**src/rtl/bsync_pkg.sv**
```systemverilog
package bsync_pkg;

   function automatic int unsigned gcd_f(input int unsigned a, input int unsigned b);
      int unsigned x;
      int unsigned y;
      int unsigned t;
      x = a;
      y = b;
      while (y != 0) begin
         t = x % y;
         x = y;
         y = t;
      end
      return x;
   endfunction

   function automatic int unsigned lcm_f(input int unsigned a, input int unsigned b);
      return (a / gcd_f(a, b)) * b;
   endfunction

   function automatic int unsigned min_f(input int unsigned a, input int unsigned b);
      return (a < b) ? a : b;
   endfunction

endpackage

```
**src/rtl/bsync_ratio_lut.sv**
```systemverilog
module bsync_ratio_lut #(
   parameter int unsigned N_SEL = 4,
   parameter int unsigned CNT_W = 5,
   parameter int unsigned DIV_A [N_SEL] = '{4, 6, 8, 12},
   parameter int unsigned DIV_C [N_SEL] = '{2, 4, 6, 8}
) (
   input  logic [$clog2(N_SEL)-1:0] sel_a,
   input  logic [$clog2(N_SEL)-1:0] sel_c,
   output logic [CNT_W-1:0]         period_last,
   output logic [CNT_W-1:0]         win_start
);
   localparam int unsigned SEL_W = $clog2(N_SEL);
   localparam int unsigned N_ENT = N_SEL * N_SEL;

   logic [CNT_W-1:0] last_tab [N_ENT];
   logic [CNT_W-1:0] wins_tab [N_ENT];

   if (N_SEL != (1 << SEL_W)) begin : g_bad_nsel
      $error("N_SEL must be a power of two");
   end

   for (genvar ia = 0; ia < N_SEL; ia++) begin : g_a
      for (genvar ic = 0; ic < N_SEL; ic++) begin : g_c
         localparam int unsigned LCM = bsync_pkg::lcm_f(DIV_A[ia], DIV_C[ic]);
         localparam int unsigned MIN = bsync_pkg::min_f(DIV_A[ia], DIV_C[ic]);
         if (DIV_A[ia] == 0 || DIV_C[ic] == 0) begin : g_bad_div
            $error("divide ratios must be non-zero");
         end
         if (LCM > (1 << CNT_W)) begin : g_bad_w
            $error("CNT_W too narrow for common period");
         end
         assign last_tab[ia*N_SEL + ic] = CNT_W'(LCM - 1);
         assign wins_tab[ia*N_SEL + ic] = CNT_W'(LCM - MIN);
      end
   end

   logic [2*SEL_W-1:0] idx;
   assign idx         = {sel_a, sel_c};
   assign period_last = last_tab[idx];
   assign win_start   = wins_tab[idx];

endmodule

```
**src/rtl/bsync_phase_ctr.sv**
```systemverilog
module bsync_phase_ctr #(
   parameter int unsigned SEL_W = 2,
   parameter int unsigned CNT_W = 5
) (
   input  logic             clk,
   input  logic             rst_n,
   input  logic [SEL_W-1:0] sel_a,
   input  logic [SEL_W-1:0] sel_c,
   input  logic [CNT_W-1:0] period_last,
   output logic [CNT_W-1:0] cnt_q,
   output logic [CNT_W-1:0] cnt_d
);
   logic [SEL_W-1:0] prev_a;
   logic [SEL_W-1:0] prev_c;
   logic             primed;
   logic             restart;

   assign restart = !primed || (sel_a != prev_a) || (sel_c != prev_c);
   assign cnt_d   = restart ? '0 : ((cnt_q >= period_last) ? '0 : cnt_q + 1'b1);

   always_ff @(posedge clk or negedge rst_n) begin
      if (!rst_n) begin
         cnt_q  <= '0;
         prev_a <= '0;
         prev_c <= '0;
         primed <= 1'b0;
      end else begin
         cnt_q  <= cnt_d;
         prev_a <= sel_a;
         prev_c <= sel_c;
         primed <= 1'b1;
      end
   end

   AST_CNT_IN_PERIOD: assert property (@(posedge clk) disable iff (!rst_n)
      !restart |-> cnt_q <= period_last);
   AST_COUNT_STEP: assert property (@(posedge clk) disable iff (!rst_n)
      (!restart && cnt_q < period_last) |=> cnt_q == $past(cnt_q) + 1'b1);
   AST_RESTART_ZERO: assert property (@(posedge clk) disable iff (!rst_n)
      restart |=> cnt_q == '0);

endmodule

```
**src/rtl/bsync_out_gate.sv**
```systemverilog
module bsync_out_gate #(
   parameter int unsigned CNT_W = 5
) (
   input  logic             clk,
   input  logic             rst_n,
   input  logic [CNT_W-1:0] cnt_d,
   input  logic [CNT_W-1:0] win_start,
   input  logic             stop,
   output logic             sync_o
);
   logic sync_q;

   always_ff @(posedge clk or negedge rst_n) begin
      if (!rst_n) sync_q <= 1'b0;
      else        sync_q <= !stop && (cnt_d < win_start);
   end

   assign sync_o = sync_q;

   AST_STOP_LOW: assert property (@(posedge clk) disable iff (!rst_n)
      stop |=> !sync_o);

endmodule

```
**src/rtl/bank_sync_gen.sv**
```systemverilog
module bank_sync_gen #(
   parameter int unsigned N_SEL = 4,
   parameter int unsigned CNT_W = 5,
   parameter int unsigned DIV_A [N_SEL] = '{4, 6, 8, 12},
   parameter int unsigned DIV_C [N_SEL] = '{2, 4, 6, 8}
) (
   input  logic                     clk,
   input  logic                     rst_n,
   input  logic [$clog2(N_SEL)-1:0] sel_a,
   input  logic [$clog2(N_SEL)-1:0] sel_c,
   input  logic                     stop,
   output logic                     sync_o
);
   localparam int unsigned SEL_W = $clog2(N_SEL);

   logic [CNT_W-1:0] period_last;
   logic [CNT_W-1:0] win_start;
   logic [CNT_W-1:0] cnt_q;
   logic [CNT_W-1:0] cnt_d;

   bsync_ratio_lut #(
      .N_SEL(N_SEL), .CNT_W(CNT_W), .DIV_A(DIV_A), .DIV_C(DIV_C)
   ) u_lut (
      .sel_a(sel_a), .sel_c(sel_c),
      .period_last(period_last), .win_start(win_start)
   );

   bsync_phase_ctr #(.SEL_W(SEL_W), .CNT_W(CNT_W)) u_ctr (
      .clk(clk), .rst_n(rst_n), .sel_a(sel_a), .sel_c(sel_c),
      .period_last(period_last), .cnt_q(cnt_q), .cnt_d(cnt_d)
   );

   bsync_out_gate #(.CNT_W(CNT_W)) u_gate (
      .clk(clk), .rst_n(rst_n), .cnt_d(cnt_d), .win_start(win_start),
      .stop(stop), .sync_o(sync_o)
   );

   AST_RISE_AT_ZERO: assert property (@(posedge clk) disable iff (!rst_n)
      $rose(sync_o) |-> (cnt_q == '0) || $past(stop, 2));
   AST_EQUAL_LOW: assert property (@(posedge clk) disable iff (!rst_n)
      (win_start == '0) |=> !sync_o);

endmodule

```
**config.mk**
```make
export PLATFORM = sky130hd
export DESIGN_NAME = bank_sync_gen
export DESIGN_NICKNAME = d
export VERILOG_FILES = /design/src/rtl/bsync_pkg.sv /design/src/rtl/bsync_ratio_lut.sv /design/src/rtl/bsync_phase_ctr.sv /design/src/rtl/bsync_out_gate.sv /design/src/rtl/bank_sync_gen.sv
export SDC_FILE = /design/constraint.sdc
export NUM_CORES = 1
export LEC_CHECK = 0
export BUFFER_PORTS_ARGS = -buffer_cell sky130_fd_sc_hd__buf_2
export CELL_PAD_IN_SITES_DETAIL_PLACEMENT = 1
export CELL_PAD_IN_SITES_GLOBAL_PLACEMENT = 1
export CORE_MARGIN = 2
export CORE_UTILIZATION = 38
export CTS_BUF_LIST = sky130_fd_sc_hd__clkbuf_8 sky130_fd_sc_hd__clkbuf_16
export DETAILED_ROUTE_END_ITERATION = 8
export GPL_TIMING_DRIVEN = 0
export PLACE_DENSITY = 0.73
export SLEW_MARGIN = 40
export SYNTH_ARGS = -nofsm -noshare
export SYNTH_HDL_FRONTEND = slang
export SYNTH_SLANG_ARGS = --single-unit
export TNS_END_PERCENT = 50
```
**constraint.sdc**
```tcl
create_clock -name clk -period 2.4 [get_ports clk]
set_clock_uncertainty 0.15 [all_clocks]
set_input_delay 0.48 -clock clk [delete_from_list [all_inputs] [get_ports clk]]
set_output_delay 0.48 -clock clk [all_outputs]
set_load 0.01 [all_outputs]
```
==> flow_summary.toml, run 1 <==
[drt]
wl_um = 1623
num_vias = 601
drc = 0
firstDrtPassIters = 2
drt_iter0_markers = 3
wl_per_cell_um = 13.87
ant_nets = 0
vias_per_cell = 5.137

[timing]
fmax_ghz = 0.3438
rsz0062_at_grt = "yes"
slew_viol_final = 0
setup-tns-final_ns = -0.5139
finalSetupViolCount = 3
min_period_ns = 2.909
hold_viol_final = 0
finalCritPeriodShare_pct = 121.2
worst_slack_ns = -0.5087

[yosys]
ys_types = 24
synth_area_um2 = 735.7
netlist_instances = 80
syn_area_per_cell_um2 = 9.196
ys_ff_latch = 11
yosysWarnings = 0
synth_nets = 95
seq_area_frac_synth_pct = 37.41

[critical_path]
cpMaxStageDelayCell = "or4_4"
cp_common_cell = "nand2_1"
critPathBufInv = 3
start_kind = "input pin"
crit_arrival_ns = 2.88
cp-end-kind = "flop"
crit_family = "simple AND/OR/NAND/NOR gates"
critPathKind = "in2reg"
required_ns = 2.37
cp_cell_sequence = "buf_2 -> buf_6 -> inv_1 -> nand2_1 -> o21ai_0 -> nand2_1 -> ha_1 -> and2b_1 -> nand2_1 -> or4_4 -> nor2_4 -> ha_4 -> nand4_1 -> nor4_2 -> o21ai_2"
max_stage_delay_ns = 0.59
reg2reg_from = "u_ctr.cnt_q[3]"
cp_max_fo = 7
cp-startpoint = "sel_c[0]"

[die]
rows = 15
pin_count = 8
fp.coreArea_um2 = 1783
die_area_um2 = 2304
die_h_um = 48
start_util_pct = 41.26
die_w_um = 48

[pwr]
p_leak_nw = 0.4069
p_per_area_nw_per_um2 = 496.0
ir_drop_mv = 0.3458

[clock_tree]
insertion_delay_ns = 0.24
clockBufferDepth = 2
cts-root-buf = "clkbuf_8"
cts_tree = "yes"
cts.clk_slew.worst_paths_ns = 0.05
htreeDepth = 1
cts.sinks = 11
numCtsBuffers = 3

[final_layout]
drive_gt1_share_pct = 28.26
mostFrequentLayoutCells = "11 x dfrtp_1, 7 x nor2_1, 7 x ha_1, 7 x buf_2, 6 x nand2_1"
fin_nets = 108
antennaDiodeCount = 0
layout_commonest_cell = "dfrtp_1"
design_area_um2 = 913.4
area_delta_synth_final_pct = 24.15

[global_route]
grt_pass1_vias = 630
grt.total_usage_pct = 18.17
gr-total-overflow = 0
antenna_found_initial = 0
grt_max_degree = 14
grt_pass1_wl_um = 2773

[place]
hpwlAfterDp_um = 1268
gp_congestion = 0.7521
port_buffers = 7
placed_area_um2 = 812.0

[run_status]
violations = "negative setup slack"
outcome = "complete, but fails checks"

[min_path]
hp-class = "in2reg"
hp-start = "sel_c[0]"

[run]
cap_viol_max_count = 0
timing repair:
| item | 4_1_cts | 5_1_grt |
|---|---|---|
| endpoints found under the setup margin | 3 | 5 |
| gates resized for setup | 6 | 4 |
| setup buffers | 0 | 1 |
| hold buffers | 1 | 0 |
| endpoints found under the hold margin | 11 | 0 |
| pin swaps | 1 | 0 |
state kept, by name, summed over array words and instances (netlist names):
signal	flops
u_ctr.cnt_q	5
u_ctr.prev_a	2
u_ctr.prev_c	2
u_ctr.primed	1
u_gate.sync_o	1
power by group:
part | switching (mW) | internal, mW | total (mW)
clock | 0.0672 | 0.112 | 0.179
sequential | 0.00291 | 0.193 | 0.196
combinational | 0.0432 | 0.0350 | 0.0782
total | 0.113 | 0.340 | 0.453
cell type report:
class	instances	area (µm²)
Buffer	3	33.78
Clock inverter	1	3.754
Clock buffer	3	41.29
Sequential cell	11	275.3
Timing Repair Buffer	9	52.55
Tap cell	25	31.28
Multi-Input combinational cell	62	464.2
Fill cell	212	869.6
Inverter	3	11.26
routing by layer:
metal | wire (µm) | vias to the layer above | global-route usage, %
li1 | - | 290 | -
met1 | 668 | 301 | 19.82
met2 | 907 | 8 | 33.60
met3 | 40 | 2 | 6.792
met4 | 6 | 0 | 3.243
met5 | 0 | - | 0
kinds of logic (layout without fill, tap and decap cells):
group                    after synthesis  count (layout)  synth area share (%)
AO/OA/AOI/OAI                         13              13                 10.03
other                                  1               1                0.5097
flip-flops                            11              11                 37.41
XOR/XNOR                               8               8                 10.54
multiplexers                           1               1                 1.361
AND/OR/NAND/NOR                       31              31                 19.90
adder cells (fa/ha/maj)                8               8                 13.61
buffers and inverters                  7              19                 6.632
cell usage after synthesis:
master	count	area (µm²)
nor2b_1	1	6.260
nand3_1	5	25.02
nand2b_1	1	6.260
nand4_1	1	6.260
or4_4	1	11.26
and2b_1	1	7.510
xnor2_1	4	35.03
and2_1	1	6.260
o221ai_1	1	8.760
nor2_1	12	45.04
o21ai_0	7	35.03
inv_1	3	11.26
ha_1	8	100.1
a21oi_1	4	20.02
o21ba_2	1	10.01
conb_1	1	3.750
mux2i_1	1	10.01
xor2_1	3	26.28
dfrtp_1	11	275.3
xnor2_2	1	16.27
clkbuf_1	1	3.750
buf_6	3	33.78
nor4_1	1	6.260
nand2_1	7	26.28
worst paths after layout:
check                             endpoint  slack [ns]  depth (start not counted)
hold reg to reg             u_ctr.cnt_q[0]        0.34                          1
min in group asynchronous   u_ctr.cnt_q[4]        0.49                          2
max in group asynchronous     u_ctr.primed        1.40                          2
hold / removal             u_ctr.prev_c[0]        0.22                          1
setup reg to reg             u_gate.sync_o       -0.07                          9
setup / recovery             u_gate.sync_o       -0.51                         15
worst reg2reg max path, stage by stage (launching register included):
cell     delay [ns]
dfrtp_1        0.42
ha_1           0.31
a21oi_1        0.13
nor2b_1        0.08
or4_4          0.57
nor2_4         0.14
ha_4           0.14
nand4_1        0.10
nor4_2         0.21
o21ai_2        0.10
metrics by stage:
stage,util (%),std cells,hold WS [ns],worst slack (ns),power [mW]
detailed placement,45.54,112,0.2133,-0.9596,0.2704
CTS,50.25,116,0.2197,-0.5285,0.4576
global placement,45.54,112,0.2059,-0.8803,0.2672
finish,51.23,117,0.2245,-0.5087,0.4530
floorplan,-,80,0.03441,-0.3895,0.2466
global route,51.23,117,0.2169,-0.6474,0.4788
Note: power is estimated with default switching activity, not from simulation.
==> inputs of run 2 (changes only) <==
Settings changed: MAX_ROUTING_LAYER set to met4.
==> flow_summary.toml, run 2 (synthesis results as in run 1) <==
[final_layout]
regMostFlops = "u_ctr.cnt_q"
drive_gt1_share_pct = 28.26
layout_commonest_cell = "dfrtp_1"
fillers = 212
antennaDiodeCount = 0
mostFrequentLayoutCells = "11 x dfrtp_1, 7 x nor2_1, 7 x ha_1, 7 x buf_2, 6 x nand2_1"
largest_register_ffs = 5
fin_nets = 108
final_util_pct = 51.23
stdcell_count = 117
area_delta_synth_final_pct = 24.15
reg_top3 = "u_ctr.cnt_q (5), u_ctr.prev_a (2), u_ctr.prev_c (2)"

[critical_path]
cp_cell_sequence = "buf_2 -> buf_6 -> inv_1 -> nand2_1 -> o21ai_0 -> nand2_1 -> ha_1 -> and2b_1 -> nand2_1 -> or4_4 -> nor2_4 -> ha_4 -> nand4_1 -> nor4_2 -> o21ai_2"
max_stage_delay_ns = 0.59
cpMaxStageDelayCell = "or4_4"
cp_common_cell = "nand2_1"
crit_family = "simple AND/OR/NAND/NOR gates"
required_ns = 2.37
start_kind = "input pin"
critPathKind = "in2reg"
critPathBufInv = 3
cp-end-kind = "flop"
crit_arrival_ns = 2.88
cp_max_fo = 7

[die]
start_util_pct = 41.26
fp.coreArea_um2 = 1783
die_w_um = 48
die_area_um2 = 2304
pin_count = 8
rows = 15
die_h_um = 48

[run_status]
outcome = "complete, but fails checks"
violations = "negative setup slack"

[pwr]
p_leak_nw = 0.4069
p_per_area_nw_per_um2 = 495.9
ir_drop_mv = 0.3457

[drt]
firstDrtPassIters = 2
drt_iter0_markers = 3
vias_per_cell = 5.120
wl_per_cell_um = 13.88
drc = 0
wl_um = 1624
num_vias = 599
ant_nets = 0

[global_route]
top_usage_layer = "met2"
grt_pass1_wl_um = 2766
antenna_found_initial = 0
gr-total-overflow = 0
met2_usage_pct = 33.60
grtUsageMet3_pct = 6.792
grt_max_degree = 14
grt.total_usage_pct = 18.75
grt_pass1_vias = 631
use_met1_pct = 19.82

[clock_tree]
cts.clk_slew.worst_paths_ns = 0.05
cts-root-buf = "clkbuf_8"
clockBufferDepth = 2
numCtsBuffers = 3
cts.sinks = 11
htreeDepth = 1
insertion_delay_ns = 0.24
cts_tree = "yes"

[min_path]
hp-class = "in2reg"

[run]
cap_viol_max_count = 0

[timing]
fmax_ghz = 0.3438
slew_viol_final = 0
finalCritPeriodShare_pct = 121.2
hold_viol_final = 0
rsz0062_at_grt = "yes"
worst_slack_ns = -0.5091
min_period_ns = 2.909
finalSetupViolCount = 3

[place]
port_buffers = 7
hpwlAfterDp_um = 1268
pre_cts_slack_ns = -0.9596
gp_congestion = 0.7617
placedCellCount = 112
[run 2: final cells by class]
cell class              instances  area, µm²  share of cell area (%)
plain buffers                   3      33.78                   3.699
clock buffers                   3      41.29                   4.521
clock inverters                 1      3.754                  0.4110
inverters                       3      11.26                   1.233
multi-input cells              62      464.2                   50.82
flip-flops and latches         11      275.3                   30.14
well taps                      25      31.28                   3.425
repair buffers                  9      52.55                   5.753
[run 2: final timing paths]
kind | from | end | slack, ns | cells after the start
max | sel_c[0] | u_gate.sync_o | -0.51 | 15
min | sel_c[0] | u_ctr.prev_c[0] | 0.22 | 1
max reg2reg | u_ctr.cnt_q[3] | u_gate.sync_o | -0.07 | 9
min reg2reg | u_ctr.cnt_q[0] | u_ctr.cnt_q[0] | 0.34 | 1
max in group asynchronous | rst_n | u_ctr.primed | 1.40 | 2
min in group asynchronous | rst_n | u_ctr.cnt_q[4] | 0.49 | 2
[run 2: repair_timing]
action | in CTS | in global routing
hold buffers | 1 | 0
buffers inserted | 0 | 1
resized for setup | 6 | 4
pin swaps | 1 | 0
setup endpoints to repair | 3 | 5
hold endpoints to repair | 11 | 0
[run 2: power breakdown]
group	switching, mW	internal, mW	leakage (nW)	total (mW)
logic	0.0432	0.0350	0.240	0.0782
registers	0.00291	0.193	0.140	0.196
clock network	0.0671	0.112	0.0269	0.179
[run 2: per-stage QoR]
| step | power, mW | hold WS [ns] | TNS [ns] | cell area [µm²] |
|---|---|---|---|---|
| 2_1_floorplan | 0.2466 | 0.03441 | -0.3895 | 745.7 |
| 6_report | 0.4530 | 0.2246 | -0.5149 | 913.4 |
| 3_3_place_gp | 0.2672 | 0.2059 | -1.792 | 812.0 |
| 5_1_grt | 0.4788 | 0.2169 | -0.9954 | 913.4 |
| 4_1_cts | 0.4576 | 0.2197 | -0.5285 | 895.9 |
| 3_5_place_dp | 0.2704 | 0.2133 | -2.041 | 812.0 |
[run 2: metal layers]
metal	part of all wire, %	vias to the layer above
li1	-	290
met4	0	0
met1	41	301
met3	2.7	0
met2	56	8
met5	0	-
==> inputs of run 3 (changes only) <==
Settings changed: ABC_AREA set to 1, CORE_UTILIZATION 38 to 37, SETUP_SLACK_MARGIN set to 0.2.
==> flow_summary.toml, run 3 <==
[drt]
num_vias = 697
vias_per_cell = 4.979
drt_iter0_markers = 2
drc = 0
wl_per_cell_um = 16.18
firstDrtPassIters = 3
ant_nets = 0
wl_um = 2265

[critical_path]
cpMaxStageDelayCell = "ha_1"
cp.depth = 14
crit_arrival_ns = 2.59
cp-end-kind = "flop"
critPathKind = "in2reg"
required_ns = 2.42
cp_cell_sequence = "buf_6 -> clkbuf_16 -> a21oi_4 -> nor3_2 -> a31oi_1 -> ha_1 -> nand2_2 -> nor2_2 -> nand2_2 -> nand4_4 -> nor2_4 -> ha_4 -> a211o_1 -> a21oi_2"
start_kind = "input pin"
max_stage_delay_ns = 0.30
cp_common_cell = "nand2_2"
critPathBufInv = 2
reg2reg_depth = 9
cp_max_fo = 8
crit_family = "compound AO/OA/AOI/OAI gates"

[run_status]
violations = "negative setup slack"
outcome = "complete, but fails checks"

[global_route]
grt_max_degree = 12
grt_pass1_wl_um = 3719
grt_pass1_vias = 768
grt.total_usage_pct = 21.57
antenna_found_initial = 0
gr-total-overflow = 0

[die]
fp.coreArea_um2 = 1942
rows = 16
die_w_um = 49.01
die_area_um2 = 2401
pin_count = 8
start_util_pct = 38.60
die_h_um = 49.01

[timing]
finalSetupViolCount = 2
hold_viol_final = 0
fmax_ghz = 0.3893
finalCritPeriodShare_pct = 107.0
slew_viol_final = 0
worst_slack_ns = -0.1689
rsz0062_at_grt = "yes"
min_period_ns = 2.569

[yosys]
async_flop_share_pct = 100.0
synthMostInstantiatedCell = "nand2_1"
yosysWarnings = 0
seq_area_frac_synth_pct = 36.73
ys_ff_latch = 11
synth_edf_count = 0
synth-xor-area-share_pct = 4.674
syn_area_per_cell_um2 = 8.059
ys_types = 26
synth-simple-area-share_pct = 24.87
netlist_instances = 93
synthMuxAreaShare_pct = 1.336
ys.flop_type = "dfrtp_1"
synth.area.top_cells = "dfrtp_1 37%, ha_1 13%, nand2_1 11%"
synth_area_um2 = 749.5
synth_compound_area_share_pct = 10.35
synth_top_cell_by_area = "dfrtp_1"
synth_top_family_by_area = "simple AND/OR/NAND/NOR gates"
synthAdderAreaFrac_pct = 13.36
synth_top_area_share_pct = 36.73
synth_common_cells = "21 x nand2_1, 11 x dfrtp_1, 11 x inv_1"
synth_nets = 108

[clock_tree]
cts-root-buf = "clkbuf_8"
cts.clk_slew.worst_paths_ns = 0.05
cts.sinks = 11
htreeDepth = 1
clockBufferDepth = 2
numCtsBuffers = 3
cts_tree = "yes"
insertion_delay_ns = 0.24

[final_layout]
regMostFlops = "u_ctr.cnt_q"
drive_gt1_share_pct = 36.28
fillers = 244
regArea_um2 = 275.3
fin_nets = 129
antennaDiodeCount = 0
mostFrequentLayoutCells = "17 x nand2_1, 11 x dfrtp_1, 10 x inv_1"
layout_commonest_cell = "nand2_1"
largest_register_ffs = 5
stdcell_count = 140
multiInputGateArea_um2 = 505.5
reg_top3 = "u_ctr.cnt_q (5), u_ctr.prev_a (2), u_ctr.prev_c (2)"
area_delta_synth_final_pct = 42.40

[pwr]
p_per_area_nw_per_um2 = 451.2
p_leak_nw = 0.5211
ir_drop_mv = 0.2637

[place]
pre_cts_slack_ns = -0.4715
placedCellCount = 127
hpwlAfterDp_um = 1304
gp_congestion = 0.7918
port_buffers = 7

[run]
cap_viol_max_count = 0

[min_path]
hp-class = "in2reg"
holdPathStages = 1
==> run 3: cell types whose count changed after synthesis, sizes merged, moves of 3 or more <==
cell and delta:
a21oi +3, inv +9, nand2 +14, nor2 -3
o21ai -5, xnor2 -3
==> run 3: worst reg2reg max path: cells and delay by family, from the launching register on <==
family / cells / cell delay, ns
flops: 1 / 0.41
compound gates: 2 / 0.35
simple gates: 5 / 0.53
fa+ha+maj: 2 / 0.54
==> run 3: what timing repair did <==
| item | 4_1_cts | 5_1_grt |
|---|---|---|
| pin swaps | 6 | 4 |
| hold buffers | 1 | 0 |
| gates resized for setup | 14 | 8 |
| buffers inserted | 7 | 1 |
| setup endpoints to repair | 1 | 3 |
| endpoints found under the hold margin | 11 | 0 |
==> run 3: through the flow <==
stage	hold slack, ns	cell area, µm²	power (mW)	TNS [ns]	utilization (%)
2_1_floorplan	0.03441	790.8	0.2500	-0.1088	-
3_5_place_dp	0.2246	859.6	0.2758	-0.4715	44.27
4_1_cts	0.1981	1037	0.4738	-0.03922	53.41
6_report	0.1974	1067	0.4816	-0.1696	54.96
5_1_grt	0.1949	1067	0.5051	-0.3347	54.96
3_3_place_gp	0.2166	859.6	0.2719	-0.4092	44.27
==> run 3: worst paths after layout <==
kind                                 from               to  slack [ns]
max                              sel_c[0]    u_gate.sync_o       -0.17
min reg2reg                u_ctr.cnt_q[0]   u_ctr.cnt_q[0]        0.36
max in group asynchronous           rst_n   u_ctr.cnt_q[2]        1.38
min in group asynchronous           rst_n   u_ctr.cnt_q[1]        0.50
max reg2reg                u_ctr.cnt_q[2]    u_gate.sync_o        0.34
min                              sel_c[0]  u_ctr.prev_c[0]        0.20
==> run 3: cells by family (layout without fill, tap and decap cells) <==
| group | Yosys count | after routing |
|---|---|---|
| flip-flops | 11 | 11 |
| AO/OA/AOI/OAI | 13 | 13 |
| adder cells (fa/ha/maj) | 8 | 8 |
| multiplexers | 1 | 1 |
| buffers and inverters | 14 | 34 |
| other | 1 | 1 |
| XOR/XNOR | 4 | 4 |
| AND/OR/NAND/NOR | 41 | 41 |
==> run 3: layer usage <==
metal	vias to the layer above	share of wire, %	GRT usage [%]
met2	9	50	37.21
met3	6	1.9	3.067
met4	0	1.9	8.571
met1	342	46	25.29
li1	340	-	-
met5	-	0	-
==> run 3: cell type report <==
cell class	count	share of cell area (%)
clock inverters	1	0.3517
multi-input cells	68	47.36
inverters	12	5.158
flip-flops and latches	11	25.79
plain buffers	2	3.400
well taps	27	3.165
clock buffers	3	3.869
repair buffers	16	10.90
==> run 3: power by group <==
group / switching, mW / internal [mW]
clock: 0.0741 / 0.113
combinational: 0.0585 / 0.0415
sequential: 0.00283 / 0.192
total: 0.135 / 0.346
